[config.mk]
export PLATFORM = sky130hd
export DESIGN_NAME = flash_cmd_decoder
export DESIGN_NICKNAME = d
export VERILOG_FILES = /design/src/rtl/flash_cmd_decoder.sv
export SDC_FILE = /design/constraint.sdc
export NUM_CORES = 1
export LEC_CHECK = 0
export BUFFER_PORTS_ARGS = -buffer_cell sky130_fd_sc_hd__buf_2
export CAP_MARGIN = 20
export CORE_MARGIN = 2
export CORE_UTILIZATION = 25
export CTS_BUF_LIST = sky130_fd_sc_hd__clkbuf_8 sky130_fd_sc_hd__clkbuf_16
export CTS_CLUSTER_SIZE = 16
export DETAILED_ROUTE_END_ITERATION = 8
export SETUP_SLACK_MARGIN = 0.3
export SLEW_MARGIN = 5
export SYNTH_ARGS = -nofsm -noshare
export SYNTH_HDL_FRONTEND = slang
export SYNTH_SLANG_ARGS = --single-unit
[constraint.sdc]
create_clock -name clk -period 2.6 [get_ports clk]
set_clock_uncertainty 0.05 [all_clocks]
set_input_delay 0.39 -clock clk [delete_from_list [all_inputs] [get_ports clk]]
set_output_delay 0.39 -clock clk [all_outputs]
set_load 0.01 [all_outputs]
[src/rtl/flash_cmd_decoder.sv]
module flash_cmd_decoder #(
  parameter int ADDR_W      = 19,
  parameter int MATCH_W     = 11,
  parameter int BOOT_W      = 13,
  parameter bit BOOT_AT_TOP = 1'b0
) (
  input  logic              clk,
  input  logic              rst_n,
  input  logic              wr_valid,
  input  logic [ADDR_W-1:0] wr_addr,
  input  logic [15:0]       wr_data,
  input  logic              busy,
  input  logic              wp_n,
  output logic              req_program,
  output logic              req_sector_erase,
  output logic              req_block_erase,
  output logic              req_chip_erase,
  output logic              req_suspend,
  output logic              req_resume,
  output logic [ADDR_W-1:0] tgt_addr,
  output logic [15:0]       tgt_data,
  output logic [1:0]        read_mode
);

  localparam logic [MATCH_W-1:0] A_UNLOCK1 = MATCH_W'('h555);
  localparam logic [MATCH_W-1:0] A_UNLOCK2 = MATCH_W'('h2AA);
  localparam logic [MATCH_W-1:0] A_QSHORT  = MATCH_W'('h055);
  localparam logic [1:0] M_ARRAY = 2'd0;
  localparam logic [1:0] M_QUERY = 2'd1;
  localparam logic [1:0] M_SECID = 2'd2;

  typedef enum logic [2:0] {S_IDLE, S_U1, S_U2, S_PGM, S_E3, S_E4, S_E5} seq_t;
  seq_t state;

  logic [7:0]         cmd;
  logic [MATCH_W-1:0] alo;
  logic               at1, at2, boot_hit, guard, take;

  assign cmd      = wr_data[7:0];
  assign alo      = wr_addr[MATCH_W-1:0];
  assign at1      = (alo == A_UNLOCK1);
  assign at2      = (alo == A_UNLOCK2);
  assign boot_hit = BOOT_AT_TOP ? (&wr_addr[ADDR_W-1:BOOT_W]) : ~(|wr_addr[ADDR_W-1:BOOT_W]);
  assign guard    = !wp_n && boot_hit;
  assign take     = wr_valid && !busy;

  always_ff @(posedge clk) begin
    if (!rst_n) begin
      state            <= S_IDLE;
      read_mode        <= M_ARRAY;
      req_program      <= 1'b0;
      req_sector_erase <= 1'b0;
      req_block_erase  <= 1'b0;
      req_chip_erase   <= 1'b0;
      req_suspend      <= 1'b0;
      req_resume       <= 1'b0;
      tgt_addr         <= '0;
      tgt_data         <= '0;
    end else begin
      req_program      <= 1'b0;
      req_sector_erase <= 1'b0;
      req_block_erase  <= 1'b0;
      req_chip_erase   <= 1'b0;
      req_suspend      <= 1'b0;
      req_resume       <= 1'b0;
      if (take) begin
        state <= S_IDLE;
        case (state)
          S_IDLE: begin
            if (cmd == 8'hAA && at1)            state <= S_U1;
            else if (cmd == 8'hB0)              begin req_suspend <= 1'b1; tgt_addr <= wr_addr; end
            else if (cmd == 8'h30)              begin req_resume  <= 1'b1; tgt_addr <= wr_addr; end
            else if (cmd == 8'h89 && alo == A_QSHORT) read_mode <= M_QUERY;
            else                                read_mode <= M_ARRAY;
          end
          S_U1: begin
            if (cmd == 8'h55 && at2) state <= S_U2;
            else                     read_mode <= M_ARRAY;
          end
          S_U2: begin
            if (at1 && cmd == 8'hA0)      state <= S_PGM;
            else if (at1 && cmd == 8'h80) state <= S_E3;
            else if (at1 && cmd == 8'h98) read_mode <= M_QUERY;
            else if (at1 && cmd == 8'h88) read_mode <= M_SECID;
            else                          read_mode <= M_ARRAY;
          end
          S_PGM: begin
            req_program <= !guard;
            tgt_addr    <= wr_addr;
            tgt_data    <= wr_data;
          end
          S_E3: begin
            if (cmd == 8'hAA && at1) state <= S_E4;
            else                     read_mode <= M_ARRAY;
          end
          S_E4: begin
            if (cmd == 8'h55 && at2) state <= S_E5;
            else                     read_mode <= M_ARRAY;
          end
          S_E5: begin
            tgt_addr <= wr_addr;
            if (cmd == 8'h50)             req_sector_erase <= !guard;
            else if (cmd == 8'h30)        req_block_erase  <= !guard;
            else if (cmd == 8'h10 && at1) req_chip_erase   <= wp_n;
            else                          read_mode <= M_ARRAY;
          end
          default: read_mode <= M_ARRAY;
        endcase
      end
    end
  end

endmodule

# == Yosys cells after proc, flatten, opt, wreduce, memory -nomap -nowiden ==
# Index checks and enable logic that the tools add are counted.
# totals
word_cells,103
register_bits,46
# classes
mux,27
reduce_logical,27
bitwise,8
eq_ne,31
# op_table
op,count
$mux 19,3
$eq 8x8->1 const B,7
$pmux 19 s2,1
$mux 2,13
$ne 2x2->1 const B,10
$eq 8x7->1 const B,2
$pmux 3 s5,1
$mux 3,4
$pmux 2 s6,1
$reduce_and 12->1,1
$reduce_or 6->1,2
$eq 11x10->1 const B,1
$eq 11x11->1 const B,1
$eq 11x7->1 const B,1
$logic_and 1x1->1,10
$reduce_or 5->1,2
$eq 3x3->1 const B,3
$eq 8x5->1 const B,1
$eq 8x6->1 const B,1
$not 1->1,8
$reduce_and 4->1,2
$eq 3x2->1 const B,2
$mux 1,4
$reduce_or 2->1,2
8 further kinds,10

# == Depth between registers and ports, before layout ==
# depth
ltp_word,7
depth_mapped,8
mapped_depth_nobuf,5

# == Least setup slack after synthesis ==
# No wires, ideal clock.
# synth_path
path_kind,input to register
start,input wr_addr[8]
end,register read_mode[0]
t_arrival_ns,2.071
setup_slack_ns,0.349
t_required_ns,2.419
cell_stages,5
setup_time_ns,0.131
cell_sequence,or4b_1 or4_4 o41ai_4 nor4_2 mux2i_1
# synth_between
elab_chain_len,7
# synth_lines
item,line_no,source
start: declaration,10,"input logic [ADDR_W-1:0] wr_addr,"
$eq 11x7->1,73,else if (cmd == 8'h89 && alo == A_QSHORT) read_mode <= M_QUERY;
$logic_and 1x1->1,73,
$mux 1,73,
$mux 2,72,else if (cmd == 8'h30) begin req_resume <= 1'b1; tgt_addr <= wr_addr; end
$mux 2,71,else if (cmd == 8'hB0) begin req_suspend <= 1'b1; tgt_addr <= wr_addr; end
$mux 2,70,if (cmd == 8'hAA && at1) state <= S_U1;
$pmux 2 s6,68,case (state)
end signal: assignment,73,
end signal: assignment,74,else read_mode <= M_ARRAY;
end signal: assignment,78,else read_mode <= M_ARRAY;
end: declaration,22,output logic [1:0] read_mode
# Parallel ways exist; a longest one is shown, timed or not. The select of a mux whose other input is x is not followed.
# A chain may end at the register's enable or synchronous reset.

# == Worst setup path in the final report ==
# layout_path
start,register state[1]
end,register read_mode[1]
# layout_between
elab_chain_len,4
# layout_lines
item,line_no,source
start: declaration,33,seq_t state;
start signal: assignment,49,state <= S_IDLE;
start signal: assignment,67,state <= S_IDLE;
start signal: assignment,70,
$eq 3x3->1 / $eq 3x1->1 (equally long branches),68,
$reduce_or 2->1 (no source line),n/a,
$ne 2x2->1 (no source line),n/a,
$reduce_and 12->1 (no source line),n/a,
# Parallel ways exist; a longest one is shown, timed or not.

==> results.py <==
metrics = {
    "floorplanning": {
        "row_count": 32,
        "core_area_um2": 7810,
        "die_area_um2": 8900,
        "die_x_um": 94.3,
        "start_util_pct": 26.1,
        "chipHeight_um": 94.3,
        "ios": 83,
    },
    "grt": {
        "grt_util_met1_pct": 17.2,
        "grt_pass1_wl_mm": 9.03,
        "antenna_found_initial": 0,
        "grt_start_max_net_pins": 43,
        "gr-total-overflow": 0,
        "grt_usage_pct": 13.2,
        "grt_pass1_vias": 1752,
        "met2_usage_pct": 21.0,
        "busiest_layer": "met2",
        "use_met3_pct": 3.37,
    },
    "sta": {
        "slew_headroom_pct": 53.3,
        "fin_crit_ps": 2200,
        "setup_ws_ps": 404,
        "holdWs_ps": 274,
        "finalSetupTns_ps": 0,
        "slew_viol_final": 0,
        "hold_viol_final": 0,
        "period_share_pct": 84.5,
        "rsz0062_at_grt": "false",
        "max_freq_ghz": 0.455,
        "setup_viol": 0,
        "worstMarginPinSlew_ps": 694,
    },
    "yosys": {
        "synth_top_cells_by_count": "dfxtp_1, nand2_1, mux2i_1, nor2b_1, a21boi_0",
        "synthFlopType": "dfxtp_1",
        "yosys_warnings": 0,
        "syn_area_um2": 2040,
        "synth-seq-cells": 46,
        "yosysSeqAreaShare_pct": 45.2,
        "syn_inst": 221,
        "ys_async_sr_fraction_pct": 0,
        "netlist.area_leader.share_pct": 45.2,
        "avgSynthCellArea_um2": 9.23,
        "synthTopCellsByArea": "dfxtp_1, mux2i_1, nand2_1",
        "synth.largest_area_cell": "dfxtp_1",
        "yosysMostFrequentCell": "dfxtp_1",
        "ys_types": 36,
        "synth_edf_count": 0,
        "postSynthNetCount": 261,
    },
    "setup_path": {
        "worstPathArrival_ps": 2340,
        "cp-start-kind": "flop",
        "required_ps": 2740,
        "cp-end-kind": "flop",
        "crit_path_max_fanout": 10,
        "crit_type": "reg2reg",
        "r2r_slack_ps": 400,
    },
    "worst_hold_path": {
        "hold_class": "in2reg",
    },
    "routing": {
        "drtIter0Drc": 76,
        "dr.pass1.iters": 4,
        "drc": 0,
        "viasPerCell": 4.67,
        "via_count": 1894,
        "wire_per_inst_um": 14.1,
        "wirelength_mm": 5.72,
        "antenna_left": 0,
    },
    "cts": {
        "clkSlewWorstSetupHoldPaths_ps": 100,
        "ctsHoldBuffers": 0,
        "cts-htree-levels": 2,
        "clk_path_buf_depth": 2,
        "cts_made_buffers": 5,
        "cts_sinks": 46,
        "cts-root-buf": "clkbuf_8",
        "cts_setup_buffers": 0,
        "cts_resized": 0,
        "insertion_delay_ps": 310,
        "cts_tree": "done",
    },
    "finish": {
        "regArea_um2": 921,
        "finalNetCount": 343,
        "area_delta_synth_final_pct": 30.7,
        "diodes": 0,
        "final_core_util_pct": 34.2,
        "multi_input_area_um2": 1070,
        "fill_cells": 842,
        "drive_above_1_share_pct": 33.6,
    },
    "run": {
        "drv_cap": 0,
    },
    "outcome": {
        "status": "finished clean",
    },
    "place": {
        "dpl.hpwl_mm": 4.23,
        "gp_congestion": 0.896,
        "port_buffers": 82,
        "dp_worst_setup_slack_ps": 153,
    },
    "power_and_ir_drop": {
        "ir_worst_vdd_mv": 0.230,
        "total_power_uw": 1280,
        "power_leakage_uw": 0.00103,
        "power.density_nw_per_um2": 480,
    },
}
## metrics by stage
step                      cells  cell area [µm²]
after floorplan             221             2040
after global placement      398             2570
after detailed placement    398             2570
after CTS                   406             2670
after global routing        406             2670
final                       406             2670
## cells in the final DEF, fill, tap and decap left out, types with 2 or more instances in the layout
master,n
buf_2,82
dfxtp_1,46
nand2_1,37
nor2b_1,21
mux2i_1,21
a21boi_0,16
nor2_1,12
o21ai_0,6
nand4_1,5
clkbuf_8,5
nor4b_1,4
nor3_1,4
nand3_1,4
nand3b_1,3
and2_1,3
or3_1,3
nor4_1,3
buf_4,3
nor4bb_1,2
nand4b_1,2
a211oi_1,2
## per-layer routing
layer  part of all wire (%)  routed length (µm)
met3                    6.8                 387
met5                      0                   0
met2                     46                2610
met1                     46                2620
met4                    1.8                 102
## path summary, 6_finish.rpt
path                            depth (start not counted)                   endpoint                startpoint
worst min register to register                          2   tgt_data[0]$_SDFFE_PN0P_  tgt_data[0]$_SDFFE_PN0P_
worst min-delay path                                    3   tgt_data[8]$_SDFFE_PN0P_                wr_data[8]
worst max register to register                          5  read_mode[1]$_SDFFE_PN0P_     state[1]$_SDFFE_PN0P_
worst max-delay path                                    5  read_mode[1]$_SDFFE_PN0P_     state[1]$_SDFFE_PN0P_
## area by class of cell
type,count,area share (%)
Tap cell,102,4.79
Timing Repair Buffer,86,17.0
Sequential cell,46,34.5
Clock buffer,5,2.58
Multi-Input combinational cell,164,40.2
Clock inverter,3,0.939
## power by group
part           switching [µW]  leakage, µW  total [µW]  internal, µW
logic                    56.8     0.000618         106          49.2
clock network             268    0.0000447         462           194
registers                5.05     0.000371         713           708
total                     330      0.00103        1280           951
## worst max-delay path, cell delays in order, from the launching register on
cell	delay (ps)
dfxtp_1	400
or4b_1	530
or4_4	550
o41ai_4	290
nor4_2	120
mux2i_1	140
## sequential cells by signal, indices dropped and copies added, names as in the netlist
| register | flops |
|---|---|
| req_suspend | 1 |
| req_program | 1 |
| req_block_erase | 1 |
| state | 3 |
| req_resume | 1 |
| tgt_data | 16 |
| read_mode | 2 |
| req_chip_erase | 1 |
| tgt_addr | 19 |
| req_sector_erase | 1 |
## logic make-up (layout without fill, tap and decap cells)
family                 count (synthesis)  in the layout  share of synthesized area, %
and+or+nand+nor                      114            114                          31.3
AOI/OAI and AO/OA                     29             29                          10.7
buffers and inverters                 11             94                          2.52
DFF                                   46             46                          45.2
muxes                                 21             21                          10.3
Power figures use the tool's default switching activity.
